`src/rtl/crc64_pkg.sv`:
```
package crc64_pkg;
  localparam int CRC_W = 64;
  localparam int BYTE_W = 8;
  localparam int LANES = 4;
  localparam logic [CRC_W-1:0] POLY_REFL = 64'hC96C5795D7870F42;
  typedef logic [CRC_W-1:0] crc_t;
endpackage

```
`src/rtl/crc64_byte_step.sv`:
```
// One byte folded into a reflected CRC register, bit by bit, LSB first.
module crc64_byte_step #(
  parameter int CRC_W = 64,
  parameter int BYTE_W = 8,
  parameter logic [CRC_W-1:0] POLY = 64'hC96C5795D7870F42
) (
  input  logic [CRC_W-1:0]  crc_in,
  input  logic [BYTE_W-1:0] byte_in,
  output logic [CRC_W-1:0]  crc_out
);
  logic [CRC_W-1:0] acc;

  always_comb begin
    acc = crc_in ^ {{(CRC_W-BYTE_W){1'b0}}, byte_in};
    for (int b = 0; b < BYTE_W; b++) begin
      acc = acc[0] ? ((acc >> 1) ^ POLY) : (acc >> 1);
    end
    crc_out = acc;
  end
endmodule

```
`src/rtl/crc64_word_step.sv`:
```
// Chain of byte steps; the byte count selects how far along the chain to tap.
module crc64_word_step #(
  parameter int CRC_W = 64,
  parameter int BYTE_W = 8,
  parameter int LANES = 4,
  parameter logic [CRC_W-1:0] POLY = 64'hC96C5795D7870F42,
  localparam int WORD_W = LANES * BYTE_W,
  localparam int CNT_W = $clog2(LANES + 1)
) (
  input  logic [CRC_W-1:0]  crc_in,
  input  logic [WORD_W-1:0] word_in,
  input  logic [CNT_W-1:0]  count,
  output logic [CRC_W-1:0]  crc_out
);
  logic [CRC_W-1:0] chain [0:LANES];

  assign chain[0] = crc_in;

  for (genvar k = 0; k < LANES; k++) begin : g_lane
    crc64_byte_step #(
      .CRC_W (CRC_W),
      .BYTE_W(BYTE_W),
      .POLY  (POLY)
    ) u_step (
      .crc_in (chain[k]),
      .byte_in(word_in[k*BYTE_W +: BYTE_W]),
      .crc_out(chain[k+1])
    );
  end

  always_comb begin
    crc_out = chain[LANES];
    for (int k = 0; k < LANES; k++) begin
      if (count == CNT_W'(k)) crc_out = chain[k];
    end
  end
endmodule

```
`src/rtl/crc64_stream_engine.sv`:
```
module crc64_stream_engine
  import crc64_pkg::*;
#(
  parameter int CRC_BITS = CRC_W,
  parameter int BYTE_BITS = BYTE_W,
  parameter int NUM_LANES = LANES,
  parameter logic [CRC_BITS-1:0] POLY = POLY_REFL,
  localparam int WORD_BITS = NUM_LANES * BYTE_BITS,
  localparam int CNT_BITS = $clog2(NUM_LANES + 1)
) (
  input  logic                 clk,
  input  logic                 rst,
  input  logic                 start,
  input  logic [CRC_BITS-1:0]  seed,
  input  logic                 data_valid,
  input  logic [WORD_BITS-1:0] data,
  input  logic [CNT_BITS-1:0]  nbytes,
  input  logic                 last,
  output logic [CRC_BITS-1:0]  crc_out,
  output logic                 done
);
  logic [CRC_BITS-1:0] state;
  logic [CRC_BITS-1:0] base;
  logic [CRC_BITS-1:0] stepped;

  // Seed takes effect in the same cycle as a coincident beat.
  assign base = start ? ~seed : state;

  crc64_word_step #(
    .CRC_W (CRC_BITS),
    .BYTE_W(BYTE_BITS),
    .LANES (NUM_LANES),
    .POLY  (POLY)
  ) u_word (
    .crc_in (base),
    .word_in(data),
    .count  (nbytes),
    .crc_out(stepped)
  );

  always_ff @(posedge clk) begin
    if (rst) begin
      state   <= '1;
      crc_out <= '0;
      done    <= 1'b0;
    end else begin
      done <= data_valid && last;
      if (data_valid) begin
        state <= stepped;
        if (last) crc_out <= ~stepped;
      end else if (start) begin
        state <= ~seed;
      end
    end
  end

  assert_nbytes_range_R3: assert property (@(posedge clk) disable iff (rst)
    data_valid |-> (nbytes <= CNT_BITS'(NUM_LANES)));

  assert_done_after_last_R7: assert property (@(posedge clk) disable iff (rst)
    (data_valid && last) |=> done);

  assert_no_stray_done_R7: assert property (@(posedge clk) disable iff (rst)
    !(data_valid && last) |=> !done);

  assert_result_hold_R6: assert property (@(posedge clk) disable iff (rst)
    !(data_valid && last) |=> $stable(crc_out));

  assert_idle_hold_R6: assert property (@(posedge clk) disable iff (rst)
    (!data_valid && !start) |=> $stable(state));

  assert_zero_length_R4: assert property (@(posedge clk) disable iff (rst)
    (data_valid && last && start && nbytes == '0) |=> (crc_out == $past(seed)));

  assert_reset_values_R8: assert property (@(posedge clk)
    rst |=> (!done && crc_out == '0));
endmodule

```
`config.mk`:
```
export PLATFORM = sky130hd
export DESIGN_NAME = crc64_stream_engine
export DESIGN_NICKNAME = d
export VERILOG_FILES = /design/src/rtl/crc64_pkg.sv /design/src/rtl/crc64_byte_step.sv /design/src/rtl/crc64_word_step.sv /design/src/rtl/crc64_stream_engine.sv
export SDC_FILE = /design/constraint.sdc
export NUM_CORES = 1
export LEC_CHECK = 0
export ABC_AREA = 0
export CELL_PAD_IN_SITES_DETAIL_PLACEMENT = 0
export CELL_PAD_IN_SITES_GLOBAL_PLACEMENT = 1
export CORE_UTILIZATION = 52
export DETAILED_ROUTE_END_ITERATION = 7
export DONT_BUFFER_PORTS = 1
export PLACE_DENSITY = 0.85
export SLEW_MARGIN = 15
export SYNTH_ARGS = -nofsm -noshare
export SYNTH_HDL_FRONTEND = slang
export SYNTH_SLANG_ARGS = --single-unit
```
`constraint.sdc`:
```
create_clock -name clk -period 8.3 [get_ports clk]
set_clock_uncertainty 0.15 [all_clocks]
set_input_delay 1.66 -clock clk [delete_from_list [all_inputs] [get_ports clk]]
set_output_delay 1.66 -clock clk [all_outputs]
set_load 0.01 [all_outputs]
```
==> metrics.sh <==
MET3WIRELENGTH_MM=9.16
DRV_CAP=0
CP_ARRIVAL_PS=7580
GLOBAL_ROUTE.OVERFLOW_TOTAL=0
YS_SEQ_ELEMENTS=129
WIRE_LENGTH_OF_THE_FIRST_GLOBAL_ROUTING_PASS_MM=105
REGTOREGSTARTPOINT='state[6]'
DESIGN.PORTCOUNT=169
POST_SYNTH_MAIN_AREA_CONTRIBUTORS='xnor2_1, xnor3_1, dfxtp_1'
POST-SYNTH-TOP-AREA-CELL='xnor2_1'
NETLIST_TOP_CELLS_COUNT='xnor2_1, nor2_1, a21oi_1'
SYNTH.DISTINCT_CELLS=73
FLOORPLAN.INITIALDENSITY_PCT=53.4
PLACE.PORT_BUFFERS=0
SYNTHESIS.YOSYS.WARNINGS=0
END_POINT_OF_THE_WORST_HOLD_PATH='crc_out[53]'
POST_SYNTH_SIMPLE_GATE_AREA_PCT=7.19
SYN_AVG_CELL_AREA_UM2=9.67
DIEAREA_MM2=0.0314
WORST_R2R_ENDPOINT='state[5]'
HIGHEST-SIGNAL-LAYER='met5'
CRITPATHKIND='in2reg'
WORST_R2R_PATH_DEPTH=13
POST-SYNTH-TOP-COUNT-CELL='xnor2_1'
CTS_BUFFERS=17
NUM_VIAS=13800
RSZ0062_AT_GRT='false'
GRT_MAX_DEGREE=139
DRIVE_GT1_SHARE_PCT=14.2
FINAL_ANTENNA_NET_COUNT=0
DETAIL_ROUTE.FIRST_PASS.ITERATIONS=6
CLOCK_TREE_FROM_TRITONCTS='built'
SYNTH-COMPOUND-AREA-SHARE_PCT=16.7
VIAS_PER_CELL=6.72
CP.REQUIRED_PS=8510
CTS_HTREE_LEVELS=4
MET1_LENGTH_MM=28.1
POST-CTS-SETUP-BUFFERS=0
SYNTH_ASYNC_SR_FLOP_SHARE_PCT=0
RUN_STATUS='completed'
CLK_LATENCY_PS=440
WL_PER_CELL_UM=37.5
CLOCK-SINKS=129
DETAIL_ROUTE.WIRELENGTH_MM=77.1
CRITICAL_PATH_PEAK_FANOUT=138
POSTLAYOUTSETUPSLACKWORST_PS=936
DRV_SLEW=0
SYNTH_FP_NETS=1753
MUXSHAREOFSYNTHAREA_PCT=4.02
WORST_SLEW_SLACK_AS_A_FRACTION_OF_ITS_LIMIT_PCT=9.67
SYNTHCELLS=1649
FINALWEIGHTEDCONGESTION=1.14
SETUP_VIOL=0
WORST_HOLD_PATH_TYPE='reg2reg'
CLOCK_TREE.BUFFER_DEPTH=2
WORST_SETUP_HOLD_PATH_CLK_SLEW_PS=70
DR.FIRST_ITER.DRC_COUNT=1943
YS_DOMINANT_REG_CELL='dfxtp_1'
TIGHTESTPINTRANSITION_PS=1350
GROUTE.USAGE.OVERALL_PCT=49.5
SYNTH_FA_HA_AREA_SHARE_PCT=0
DIE_WIDTH_UM=177
FINALWORSTPATHREQUIREDPERIOD_PS=7360
TIMING.CRITICAL_PATH.FROM_TYPE='input port'
SYNTH_AREA_MM2=0.0159
HOLD_VIOLATIONS=0
HPWL_MM=59.6
CTS_REPAIR_RESIZED_INSTS=0
CLOCKROOTBUFFER='clkbuf_16'
AREA_DELTA_SYNTH_FINAL_PCT=8.42
FINALNETCOUNT=1750
XOR_AND_XNOR_AREA_SHARE_AFTER_SYNTHESIS_PCT=52.3
ROUTE.MET2.WL_MM=32.0
PLACEMENT.SETUP.WORST_SLACK_PS=666
MAX_CLOCK_FREQ_MHz=136
SYNTH-EDFF-COUNT=0
ROUTE.DETAILED.DRC=0
SETUP-TNS-FINAL_PS=0
SHARE_OF_SYNTHESIZED_AREA_OCCUPIED_BY_FLIP_FLOPS_AND_LATCHES_PCT=16.2
REG2REG_SLACK_PS=1850
FIRST_GLOBAL_VIAS=13300
WORST_HOLD_PATH.NUM_CELLS=2
FP.COREAREA_MM2=0.0299
CTS.HOLD.BUFFERS_ADDED=0
INITIAL_ANTENNA_VIOLATION_COUNT=6
CRIT_PATH_END_KIND='register'
SYNTH_TOP_FAMILY_BY_AREA='XOR/XNOR gates'
DIE_Y_UM=177
PLACEMENTROWS=63
WORSTHOLDSTART='crc_out[53]'
MIN_PERIOD_OVER_PERIOD_PCT=88.7
SYNTH_TOP_AREA_SHARE_PCT=17.8
[final cells by class]
cell class              instances  area (µm²)
multi-input cells            1391       12800
fillers                      2693       12600
flip-flops and latches        129        2580
repair buffers                 94         718
well taps                     390         488
clock buffers                  17         425
clock inverters                15         185
inverters                      13        48.8
diodes                          5        12.5
[state kept, by name, summed over array words and instances, names as in the netlist]
register	cells
done	1
crc_out	64
state	64
[metal layers]
metal,track usage (%),vias to the layer above
met5,0,-
li1,-,5726
met1,59.5,6668
met2,71.6,1102
met4,43.1,2
met3,14.8,314
[critical path: stages]
cell	delay (ps)
nand2_1	60
o21ai_2	110
xnor2_4	590
xnor3_1	810
xnor2_4	690
xnor3_1	430
xnor3_1	660
xnor3_1	720
xnor2_2	600
xnor3_1	560
mux2i_1	440
nand2_1	120
o211ai_1	100
[worst max-delay path by stage]
stage	from	to	slack (ps)	cells after the start
after floorplan	seed[0]	state[10]	1680	15
after detailed placement	start	state[10]	670	13
after global placement	start	state[5]	710	13
after CTS	start	state[5]	1100	13
after global routing	seed[0]	state[10]	920	13
final	start	state[5]	940	13
[through the flow]
step	utilization, %	area, µm²	cells	hold WS, ps
CTS	57.8	17300	2049	351
detailed placement	55.8	16700	2017	341
global route	57.8	17300	2050	364
global placement	55.8	16700	2017	332
finish	57.9	17300	2054	352
floorplan	-	15900	1649	326
[kinds of logic after synthesis]
| kind of cell | count (synthesis) |
|---|---|
| buffers and inverters | 129 |
| multiplexers | 42 |
| AND/OR/NAND/NOR | 284 |
| XOR/XNOR | 647 |
| flip-flops | 129 |
| AO/OA/AOI/OAI | 418 |
[cells in the final DEF, fill, tap and decap left out, types with 18 or more instances in the layout]
master,synthesis,final
o211ai_1,19,19
mux2i_1,21,21
xor2_1,124,124
nand2_1,114,114
xnor2_1,324,320
a21oi_1,130,130
a211o_1,22,22
dfxtp_1,129,129
xnor2_2,27,31
o21ai_0,91,90
nor2_1,133,131
xnor3_1,119,119
a211oi_1,24,24
o21ai_1,17,18
buf_4,5,93
Power is left out: the tool's default activity adds up to more than one toggle a clock period on the data nets, which glitch-free logic cannot reach.
